===== config.mk =====
export PLATFORM = sky130hd
export DESIGN_NAME = lpm_lookup
export DESIGN_NICKNAME = d
export VERILOG_FILES = /design/src/rtl/lpm_pkg.sv /design/src/rtl/lpm_ctrl.sv /design/src/rtl/lpm_datapath.sv /design/src/rtl/lpm_lookup.sv
export SDC_FILE = /design/constraint.sdc
export NUM_CORES = 2
export LEC_CHECK = 0
export BUFFER_PORTS_ARGS = -buffer_cell sky130_fd_sc_hd__buf_2
export CELL_PAD_IN_SITES_DETAIL_PLACEMENT = 1
export CELL_PAD_IN_SITES_GLOBAL_PLACEMENT = 1
export CORE_ASPECT_RATIO = 1.4
export CORE_MARGIN = 2
export CORE_UTILIZATION = 60
export CTS_CLUSTER_SIZE = 8
export DETAILED_ROUTE_END_ITERATION = 7
export GPL_TIMING_DRIVEN = 0
export HOLD_SLACK_MARGIN = 0.02
export PLACE_DENSITY = 0.82
export SYNTH_ARGS = -nofsm -noshare
export SYNTH_HDL_FRONTEND = slang
export SYNTH_SLANG_ARGS = --single-unit

===== constraint.sdc =====
create_clock -name clk -period 20.5 [get_ports clk]
set_input_delay 0 -clock clk [delete_from_list [all_inputs] [get_ports clk]]
set_output_delay 0 -clock clk [all_outputs]
set_load 0.05 [all_outputs]

===== src/rtl/lpm_pkg.sv =====
package lpm_pkg;

  // Strobes from the controller to the datapath
  typedef struct packed {
    logic load;        // capture address, read pivot entry
    logic probe;       // read one level bitmap bit
    logic stepDown;    // move to the next lower level
    logic fetchShort;  // read short next-hop array at current level
    logic fetchLong;   // read long next-hop array from chunk
    logic takePivot;   // result comes from the pivot entry
    logic takeFetch;   // result comes from the fetched next hop
  } lpm_strobe_t;

  // Conditions reported back to the controller
  typedef struct packed {
    logic pivotPos;
    logic pivotNeg;
    logic bitHit;
    logic levelZero;
  } lpm_status_t;

  typedef enum logic [1:0] {
    SEL_BITMAP = 2'd0,
    SEL_SHORT  = 2'd1,
    SEL_PIVOT  = 2'd2,
    SEL_LONG   = 2'd3
  } lpm_sel_e;

endpackage


===== src/rtl/lpm_ctrl.sv =====
module lpm_ctrl
  import lpm_pkg::*;
(
  input  logic        clk,
  input  logic        rstN,
  input  logic        inValid,
  output logic        inReady,
  output logic        outValid,
  input  logic        outReady,
  input  lpm_status_t status,
  output lpm_strobe_t strobe
);

  typedef enum logic [2:0] {
    ST_IDLE, ST_PIVOT, ST_SCAN, ST_FETCH, ST_DONE
  } state_e;

  state_e state, stateNext;

  always_ff @(posedge clk) begin
    if (!rstN) state <= ST_IDLE;
    else       state <= stateNext;
  end

  always_comb begin
    stateNext = state;
    strobe    = '0;
    case (state)
      ST_IDLE: if (inValid) begin
        strobe.load = 1'b1;
        stateNext   = ST_PIVOT;
      end
      ST_PIVOT: begin
        if (status.pivotPos) begin
          strobe.takePivot = 1'b1;
          stateNext        = ST_DONE;
        end else if (status.pivotNeg) begin
          strobe.fetchLong = 1'b1;
          stateNext        = ST_FETCH;
        end else begin
          strobe.probe = 1'b1;
          stateNext    = ST_SCAN;
        end
      end
      ST_SCAN: begin
        if (status.bitHit || status.levelZero) begin
          strobe.fetchShort = 1'b1;
          stateNext         = ST_FETCH;
        end else begin
          strobe.stepDown = 1'b1;
          strobe.probe    = 1'b1;
        end
      end
      ST_FETCH: begin
        strobe.takeFetch = 1'b1;
        stateNext        = ST_DONE;
      end
      ST_DONE: if (outReady) stateNext = ST_IDLE;
      default: stateNext = ST_IDLE;
    endcase
  end

  assign inReady  = (state == ST_IDLE);
  assign outValid = (state == ST_DONE);

endmodule


===== src/rtl/lpm_datapath.sv =====
module lpm_datapath
  import lpm_pkg::*;
#(
  parameter int ADDR_W     = 12,
  parameter int PIVOT      = 8,
  parameter int NH_W       = 6,
  parameter int NUM_CHUNKS = 4
) (
  input  logic                      clk,
  input  logic                      rstN,
  input  lpm_strobe_t               strobe,
  output lpm_status_t               status,
  input  logic [ADDR_W-1:0]         inAddr,
  input  logic                      wrEn,
  input  logic [1:0]                wrSel,
  input  logic [((PIVOT > $clog2(NUM_CHUNKS*(1<<(ADDR_W-PIVOT)))) ? PIVOT : $clog2(NUM_CHUNKS*(1<<(ADDR_W-PIVOT))))-1:0] wrAddr,
  input  logic [NH_W:0]             wrData,
  output logic [NH_W-1:0]           outHop,
  output logic [$clog2(ADDR_W+1)-1:0] outLen
);

  localparam int CHUNK_W = ADDR_W - PIVOT;
  localparam int CHUNK_N = 1 << CHUNK_W;
  localparam int ENT_W   = NH_W + 1;
  localparam int SHORT_N = (1 << PIVOT) - 1;
  localparam int PIV_N   = 1 << PIVOT;
  localparam int LONG_N  = NUM_CHUNKS * CHUNK_N;
  localparam int LONG_AW = $clog2(LONG_N);
  localparam int LVL_W   = $clog2(PIVOT + 1);
  localparam int LEN_W   = $clog2(ADDR_W + 1);

  logic                    bitMem   [SHORT_N];
  logic [NH_W-1:0]         shortMem [SHORT_N];
  logic signed [ENT_W-1:0] pivMem   [PIV_N];
  logic [NH_W-1:0]         longMem  [LONG_N];

  logic [ADDR_W-1:0]       addrQ;
  logic signed [ENT_W-1:0] pivotQ;
  logic                    bitQ;
  logic [NH_W-1:0]         nhQ;
  logic [LVL_W-1:0]        levelQ;
  logic                    longQ;

  // Flattened position of the node covering address a on level lvl
  function automatic logic [PIVOT-1:0] levelIdx(input logic [LVL_W-1:0] lvl,
                                                input logic [ADDR_W-1:0] a);
    logic [PIVOT:0] base;
    logic [PIVOT:0] tag;
    base = ((PIVOT+1)'(1) << lvl) - (PIVOT+1)'(1);
    tag  = (PIVOT+1)'(a >> (ADDR_W - 32'(lvl)));
    return PIVOT'(base + tag);
  endfunction

  logic [LVL_W-1:0]   probeLvl;
  logic [ENT_W-1:0]   chunkM1;
  logic [LONG_AW-1:0] longIdx;

  assign probeLvl = strobe.stepDown ? levelQ - LVL_W'(1) : levelQ;
  assign chunkM1  = ENT_W'(-pivotQ) - ENT_W'(1);
  assign longIdx  = LONG_AW'({chunkM1, addrQ[CHUNK_W-1:0]});

  // Table writes
  always_ff @(posedge clk) begin
    if (wrEn) begin
      case (lpm_sel_e'(wrSel))
        SEL_BITMAP: bitMem[wrAddr[PIVOT-1:0]]    <= wrData[0];
        SEL_SHORT:  shortMem[wrAddr[PIVOT-1:0]]  <= wrData[NH_W-1:0];
        SEL_PIVOT:  pivMem[wrAddr[PIVOT-1:0]]    <= wrData;
        default:    longMem[wrAddr[LONG_AW-1:0]] <= wrData[NH_W-1:0];
      endcase
    end
  end

  // Synchronous table reads
  always_ff @(posedge clk) begin
    if (strobe.load) begin
      addrQ  <= inAddr;
      pivotQ <= pivMem[inAddr[ADDR_W-1 -: PIVOT]];
    end
    if (strobe.probe)      bitQ <= bitMem[levelIdx(probeLvl, addrQ)];
    if (strobe.fetchShort) nhQ  <= shortMem[levelIdx(levelQ, addrQ)];
    if (strobe.fetchLong)  nhQ  <= longMem[longIdx];
  end

  // Level tracking and result registers
  always_ff @(posedge clk) begin
    if (!rstN) begin
      levelQ <= '0;
      longQ  <= 1'b0;
      outHop <= '0;
      outLen <= '0;
    end else begin
      if (strobe.load) begin
        levelQ <= LVL_W'(PIVOT - 1);
        longQ  <= 1'b0;
      end
      if (strobe.stepDown)  levelQ <= levelQ - LVL_W'(1);
      if (strobe.fetchLong) longQ  <= 1'b1;
      if (strobe.takePivot) begin
        outHop <= pivotQ[NH_W-1:0];
        outLen <= LEN_W'(PIVOT);
      end
      if (strobe.takeFetch) begin
        outHop <= nhQ;
        outLen <= longQ ? LEN_W'(ADDR_W) : LEN_W'(levelQ);
      end
    end
  end

  assign status.pivotPos  = !pivotQ[ENT_W-1] && (pivotQ != '0);
  assign status.pivotNeg  = pivotQ[ENT_W-1];
  assign status.bitHit    = bitQ;
  assign status.levelZero = (levelQ == '0);

endmodule


===== src/rtl/lpm_lookup.sv =====
module lpm_lookup
  import lpm_pkg::*;
#(
  parameter int ADDR_W     = 12,
  parameter int PIVOT      = 8,
  parameter int NH_W       = 6,
  parameter int NUM_CHUNKS = 4,
  localparam int ENT_W     = NH_W + 1,
  localparam int LEN_W     = $clog2(ADDR_W + 1),
  localparam int LONG_AW   = $clog2(NUM_CHUNKS * (1 << (ADDR_W - PIVOT))),
  localparam int WA_W      = (PIVOT > LONG_AW) ? PIVOT : LONG_AW
) (
  input  logic              clk,
  input  logic              rstN,
  input  logic              inValid,
  output logic              inReady,
  input  logic [ADDR_W-1:0] inAddr,
  output logic              outValid,
  input  logic              outReady,
  output logic [NH_W-1:0]   outHop,
  output logic [LEN_W-1:0]  outLen,
  input  logic              wrEn,
  input  logic [1:0]        wrSel,
  input  logic [WA_W-1:0]   wrAddr,
  input  logic [ENT_W-1:0]  wrData
);

  lpm_strobe_t strobe;
  lpm_status_t status;

  lpm_ctrl u_ctrl (
    .clk      (clk),
    .rstN     (rstN),
    .inValid  (inValid),
    .inReady  (inReady),
    .outValid (outValid),
    .outReady (outReady),
    .status   (status),
    .strobe   (strobe)
  );

  lpm_datapath #(
    .ADDR_W     (ADDR_W),
    .PIVOT      (PIVOT),
    .NH_W       (NH_W),
    .NUM_CHUNKS (NUM_CHUNKS)
  ) u_data (
    .clk    (clk),
    .rstN   (rstN),
    .strobe (strobe),
    .status (status),
    .inAddr (inAddr),
    .wrEn   (wrEn),
    .wrSel  (wrSel),
    .wrAddr (wrAddr),
    .wrData (wrData),
    .outHop (outHop),
    .outLen (outLen)
  );

endmodule


# After elaboration in Yosys (flattened, before gate mapping)
# Memories as Yosys holds them, arrays and structs flattened. A register that Yosys moved wholly into a read port is not among the register bits.
# Cells that the tools add are included.
word_totals:
  register_bits: 36
  ramBits: 3961
  input_bits: 34
  output_inout_bits: 12
  word_cells: 89
  mem_count: 4
mem_list:
  columns: ["name", "depth", "width", "rd", "rd_clocked_by_memory_dff", "write_ports", "line_no", "text"]
  rows:
  - ["u_data.pivMem", 256, 7, 1, 1, 1, "lpm_datapath.sv:34", "logic signed [ENT_W-1:0] pivMem [PIV_N];"]
  - ["u_data.shortMem", 255, 6, 1, 0, 1, "lpm_datapath.sv:33", "logic [NH_W-1:0] shortMem [SHORT_N];"]
  - ["u_data.longMem", 64, 6, 1, 0, 1, "lpm_datapath.sv:35", "logic [NH_W-1:0] longMem [LONG_N];"]
  - ["u_data.bitMem", 255, 1, 1, 1, 1, "lpm_datapath.sv:32", "logic bitMem [SHORT_N];"]
classes:
  addsub: 9
  n_eq_ne: 9
  shifts: 4
  mux: 43
  n_reduce_logical: 13
op_table:
  columns: ["operator", "count"]
  rows:
  - ["12-bit by 32-bit >> shifter with 8-bit output", 2]
  - ["1-bit 2-to-1 mux", 24]
  - ["4-bit 2-to-1 mux", 6]
  - ["6-bit 2-to-1 mux", 4]
  - ["8-bit adder", 2]
  - ["1-bit by 4-bit << shifter with 8-bit output, first input constant", 2]
  - ["8-bit by 2-bit subtractor with 8-bit output, second input constant", 2]
  - ["3-bit one-hot mux with 5 select lines", 1]
  - ["3-bit 2-to-1 mux", 4]
  - ["4-bit by 4-bit subtractor with 5-bit output, first input constant", 2]
  - ["2-bit nonzero test", 4]
  - ["7-bit nonzero test", 1]
  - ["3-bit by 2-bit == test with 1-bit output, second input constant", 2]
  - ["2-bit 2-to-1 mux", 3]
  - ["4-bit zero test", 1]
  - ["2-bit by 1-bit != test with 1-bit output, second input constant", 2]
  - ["4-bit by 1-bit subtractor with 4-bit output, second input constant", 1]
  - ["3-bit by 1-bit == test with 1-bit output, second input constant", 1]
  - ["3-bit == test, second input constant", 1]
  - ["3-bit zero test", 1]
  - ["3-bit AND reduction", 1]
  - ["3-bit OR reduction", 1]
  - ["2-bit by 1-bit == test with 1-bit output, second input constant", 1]
  - ["2-bit == test, second input constant", 1]
  - ["other kinds (8)", 8]

# Logic depth before layout (Yosys ltp)
logic_depth:
  ltp_word: 8
  depth_mapped: 33
  mapped_depth_nobuf: 28

# By module
# A second synthesis with hierarchy kept.
unflattened:
  cells_unflattened: 7594
  area_unflattened_um2: 158126.7
by_module_without_submodules:
  columns: ["mod", "instances", "cells_per_inst", "area_each_um2", "seq_area_each_um2"]
  rows:
  - ["lpm_datapath", 1, 7561, 157893.9, 120025.1]
  - ["lpm_ctrl", 1, 33, 232.7, 60.1]

# Worst setup path before layout
# OpenSTA, ideal clock, no wires.
synth_path:
  path_kind: "reg2reg"
  startpoint: "register u_data.levelQ[0]"
  endpoint: "register u_data.bitQ, read port of u_data.bitMem, data pin"
  setup_time_ns: 0.261
  arrival_ns: 6.321
  required_ns: 20.239
  slack_ns: 13.918
  path_stages_with_launch: 31
  n_path_buf: 5
  period_less_slack_ns: 6.582
  path_cell_list: "dfxtp_1 buf_2 inv_1 ha_1 nor3b_2 nor2_1 nand2_1 inv_1 ha_1 ha_1 clkbuf_1 clkbuf_1 mux2_2 o21ai_0 nor3_1 o21ai_0 ha_1 inv_1 ha_1 inv_1 fa_1 nand2b_1 a21oi_1 xor2_2 buf_2 buf_4 nand4_1 o211ai_1 nor3_1 a311o_1 o32a_1"
synth_via:
  elab_chain_cells: 8
  elab_cells_between_ends: 12
  classes_between: "add/sub: 4; shift: 2; mux: 4; reduce/logical: 2"
synth_rtl:
  columns: ["item", "line_no", "text"]
  rows:
  - ["from (decl)", "lpm_datapath.sv:41", "logic [LVL_W-1:0] levelQ;"]
  - ["from (signal assigned)", "lpm_datapath.sv:94", "levelQ <= LVL_W'(PIVOT - 1);"]
  - ["from (signal assigned)", "lpm_datapath.sv:97", "if (strobe.stepDown) levelQ <= levelQ - LVL_W'(1);"]
  - ["4-bit zero test", "lpm_datapath.sv:113", "assign status.levelZero = (levelQ == '0);"]
  - ["1-bit logical OR", "lpm_ctrl.sv:46", "if (status.bitHit || status.levelZero) begin"]
  - ["2-bit 2-to-1 mux", "lpm_ctrl.sv:46", null]
  - ["2-bit 2-to-1 mux", "lpm_ctrl.sv:28", "case (state)"]
  - ["4-bit 2-to-1 mux", "lpm_datapath.sv:58", "assign probeLvl = strobe.stepDown ? levelQ - LVL_W'(1) : levelQ;"]
  - ["4-bit by 4-bit subtractor with 5-bit output or 1-bit by 4-bit << shifter with 8-bit output (tied branches)", "lpm_datapath.sv:50, lpm_datapath.sv:49", null]
  - ["12-bit by 32-bit >> shifter with 8-bit output or 8-bit by 2-bit subtractor with 8-bit output (tied branches)", "lpm_datapath.sv:50, lpm_datapath.sv:49", null]
  - ["8-bit adder", "lpm_datapath.sv:51", "return PIVOT'(base + tag);"]
  - ["to (decl)", "lpm_datapath.sv:39", "logic bitQ;"]
# Several ways; a longest one is shown, not always the timed one.
# A chain may end at the register's enable or synchronous reset.

# Worst setup path in the final report
layout_path:
  startpoint: "register u_data.addrQ[3]"
  endpoint: "register u_data.nhQ[1], data pin"
layout_via:
  elab_chain_cells: 5
  elab_cells_between_ends: 6
  classes_between: "add/sub: 1; shift: 1; mux: 2; memory: 2"
layout_rtl:
  columns: ["item", "line_no", "text"]
  rows:
  - ["from (decl)", "lpm_datapath.sv:37", "logic [ADDR_W-1:0] addrQ;"]
  - ["from (signal assigned)", "lpm_datapath.sv:77", "addrQ <= inAddr;"]
  - ["12-bit by 32-bit >> shifter with 8-bit output", "lpm_datapath.sv:50", "tag = (PIVOT+1)'(a >> (ADDR_W - 32'(lvl)));"]
  - ["8-bit adder", "lpm_datapath.sv:51", null]
  - ["memory read 255 x 6 bit", null, null]
  - ["6-bit 2-to-1 mux", "lpm_datapath.sv:81", "if (strobe.fetchShort) nhQ <= shortMem[levelIdx(levelQ, addrQ)];"]
  - ["6-bit 2-to-1 mux (*)", "lpm_datapath.sv:82", "if (strobe.fetchLong) nhQ <= longMem[longIdx];"]
  - ["to (signal assigned)", "lpm_datapath.sv:81", null]
  - ["to (signal assigned)", "lpm_datapath.sv:82", null]
  - ["to (decl)", "lpm_datapath.sv:40", "logic [NH_W-1:0] nhQ;"]
# Every way passes the cells marked *; elsewhere a longest branch is shown, timed or not. The select of a mux whose other input is x is not followed.

==> summary.md <==
| Metric | Value |
|---|---|
| Worst-path cell chain | clkbuf_1 > clkbuf_1 > mux2i_1 > nor2_1 > a211oi_1 > a21oi_1 > a22oi_1 > ha_1 > inv_1 > ha_1 > fa_1 > buf_2 > buf_2 > buf_4 > clkbuf_1 > buf_8 > buf_1 > mux4_2 > nand2_1 > a21oi_1 > nor2_1 > a31oi_1 > o31a_1 |
| CP max FO | 10 |
| Clk network pwr share | 32.6% |
| Hold Vio Cnt, Final | 0 |
| Die Span Y | 612 µm |
| Violated checks | design-rule violations, max-capacitance violations, max-slew violations |
| Critical path's largest stage delay | 1210 ps |
| Worst setup EP type | register |
| Post-Syn Area | 158000 µm² |
| Critical path class | reg -> reg |
| Clock Skew | 50.7 ps |
| Max-slew violation count | 143 |
| Insertion delay to the later sink of the worst-skew pair | 960 ps |
| Gate power share | 33.4% |
| Num CTS Buffers | 574 |
| VDD IR max | 0.137 mV |
| Pre-antenna DRT Iters | 8 |
| Most frequent CP cell | clkbuf_1 |
| Fmax | 95.2 MHz |
| Synth area leaders | edfxtp_1 76%, mux4_2 17%, nor2_1 2.1% |
| Register area share after synthesis | 75.8% |
| Prevailing post-synth register cell | edfxtp_1 |
| Leak pwr | 56.0 nW |
| Cts repair resizes | 0 |
| Area growth from synthesis to layout | 13.6% |
| Initial drt markers | 16300 |
| Site Rows | 223 |
| Reg clk slew, reported paths | 60 ps |
| Met1 Track Usage GR | 49.2% |
| Initial antenna violation count | 48 |
| Fraction of registers with async set/reset | 0% |
| Max Cap Viol | 14 |
| Max_slew headroom | -14.6% |
| Final wirelength | 569000 µm |
| Setup bufs post-CTS | 0 |
| Crit path max-delay family | buffers and inverters |
| Tmin final | 10500 ps |
| Root Buffer | clkbuf_16 |
| Largest net degree at the start of global routing | 199 |
| TNS Setup | 0 ps |
| Switch share | 36.2% |
| Grt peak-use layer | met2 |
| Worst Tran Pin Value | 1720 ps |
| WP buf/inv | 9 |
| Final Power | 26.6 mW |
| First-pass GRT wire length | 782000 µm |
| Worst setup SP type | register |
| Synth unique cells | 76 |
| Via count | 91200 |
| Flop pwr share | 34.1% |
| Core ar. | 263000 µm² |
| Worst hold slack | 46.5 ps |
| CTS Hold Bufs | 45 |
| Ratio of final minimum period to clock period | 51.2% |
| DRC | 260 |
| # setup viols final | 0 |
| DIE WIDTH | 438 µm |
| DR WL/cell | 48.4 µm |
| NetSw | 9.65 mW |
| Vias/cell | 7.75 |
| CTS Sinks | 4005 |
| Total GRT Usage | 43.1% |
| Seq. cell area | 120000 µm² |
| RD Place Congestion | 0.993 |
| Layout cells sized above 1 | 26.2% |
| Met2 usage | 66.9% |
| CP arrival | 11120 ps |
| Status | complete, but fails checks |
| Largest area contributor in the netlist | edfxtp_1 |
| EDFF count, synth | 3987 |
| Hold WC Path Type | in -> reg |
| Vias in the first global route | 94100 |
| Mapped Nets | 7528 |
| Critical Path RT | 21120 ps |
| Antenna Nets Post-Route | 0 |
| Slowest-stage cell, CP | buf_1 |
| H-tree depth | 6 |
| Hpwl dp | 334000 µm |
| Synth warnings | 0 |
| Filler cell count | 19900 |
| CTS Buffer Depth | 4 |
| P per Cell Area | 148 nW/µm² |
| Yosys reg bits | 4005 |
| Syn Area/Cell | 21.3 µm² |
| CTS tree | built |
| Input/output buffers | 43 |
| # nets final | 8231 |
| RSZ-0062 raised after global routing | no |
| Yosys top cell area share | 75.6% |
| Post-Syn Instances | 7453 |
| I/O pin cnt | 46 |
| Area of the multi-input gates | 36200 µm² |
| Die area | 268000 µm² |
| Pint | 17.0 mW |
| Met3 Use GR | 13.0% |
| Total grt overflow | 0 |
| Initial cell density of the core | 60.2% |
power by group through the flow:
stage,Sequential [mW],Combinational (mW),Clock (mW)
after floorplan,9.23,4.24,0
after global placement,9.30,7.71,0
after detailed placement,9.23,7.94,0
after CTS,9.08,8.23,8.58
after global routing,9.07,8.64,8.85
final,9.08,8.89,8.68
final cells by class:
class	instances	share of cell area [%]
Antenna cell	38	0.0528
Multi-Input combinational cell	2931	20.1
Buffer	477	1.18
Inverter	40	0.0834
Sequential cell	4005	66.7
Timing Repair Buffer	127	0.892
Clock inverter	34	0.252
Tap cell	3487	2.42
Clock buffer	622	8.28
registers in the layout, indices dropped and copies added (netlist names), 4 cells and up:
register         flops
u_data.pivMem     1792
u_data.shortMem   1530
u_data.longMem     384
u_data.bitMem      255
u_data.addrQ        12
u_data.pivotQ        7
u_data.nhQ           6
u_data.outHop        6
u_data.levelQ        4
u_data.outLen        4
Yosys cell counts (23+ instances only):
cell type  count
a21oi_1       46
buf_1         42
buf_2        112
buf_4         28
clkbuf_1     292
edfxtp_1    3987
ha_1          39
inv_1         37
mux2i_1       72
mux4_2      1228
nand2_1      270
nand3_1       45
nor2_1       900
nor3_1        23
o21ai_0       40
cells in the final DEF, fill, tap and decap left out, drive strengths merged, types with 42 or more instances in the layout:
cell / Yosys / routed
edfxtp: 3987 / 3987
mux4: 1228 / 1228
clkbuf: 292 / 919
nor2: 900 / 900
nand2: 270 / 270
buf: 185 / 262
mux2i: 72 / 72
inv: 37 / 58
a21oi: 46 / 46
nand3: 46 / 46
dlygate4sd3: 0 / 45
o21ai: 42 / 42
logic make-up after synthesis:
kind of cell             count (synthesis)  share of synthesized area [%]
buffers and inverters                  517                           1.39
multiplexers                          1313                           18.0
XOR/XNOR                                16                          0.115
flip-flops                            4005                           75.8
AO/OA/AOI/OAI                          215                          0.918
AND/OR/NAND/NOR                       1346                           3.46
adder cells (fa/ha/maj)                 41                          0.333
routing by layer:
layer  vias to the layer above  share of wire (%)
met5                         -              0.045
met4                        30                 11
met3                      2882                 13
met2                      9753                 47
met1                     46600                 29
li1                      32000                  -
metrics by stage:
| step | utilization (%) | setup slack, ps | cell area (µm²) | std cells |
|---|---|---|---|---|
| 2_1_floorplan | - | 13920 | 158000 | 7453 |
| 3_3_place_gp | 62.0 | 9150 | 163000 | 11000 |
| 3_5_place_dp | 62.3 | 11710 | 164000 | 11000 |
| 4_1_cts | 68.3 | 11380 | 180000 | 11700 |
| 5_1_grt | 68.4 | 10430 | 180000 | 11700 |
| 6_report | 68.4 | 10000 | 180000 | 11800 |
path summary, 6_finish.rpt:
kind / cells past startpoint / slack [ps] / from / end
hold reg to reg: 2 / 510 / u_data.outLen[3]$_SDFFE_PN0N_ / u_data.outLen[3]$_SDFFE_PN0N_
setup / recovery: 23 / 10000 / u_data.addrQ[3]$_DFFE_PP_ / u_data.nhQ[1]$_DFFE_PP_
setup reg to reg: 23 / 10000 / u_data.addrQ[3]$_DFFE_PP_ / u_data.nhQ[1]$_DFFE_PP_
hold / removal: 2 / 50 / inAddr[8] / u_data.addrQ[8]$_DFFE_PP_
No activity file was read; power rests on OpenSTA's default activity.
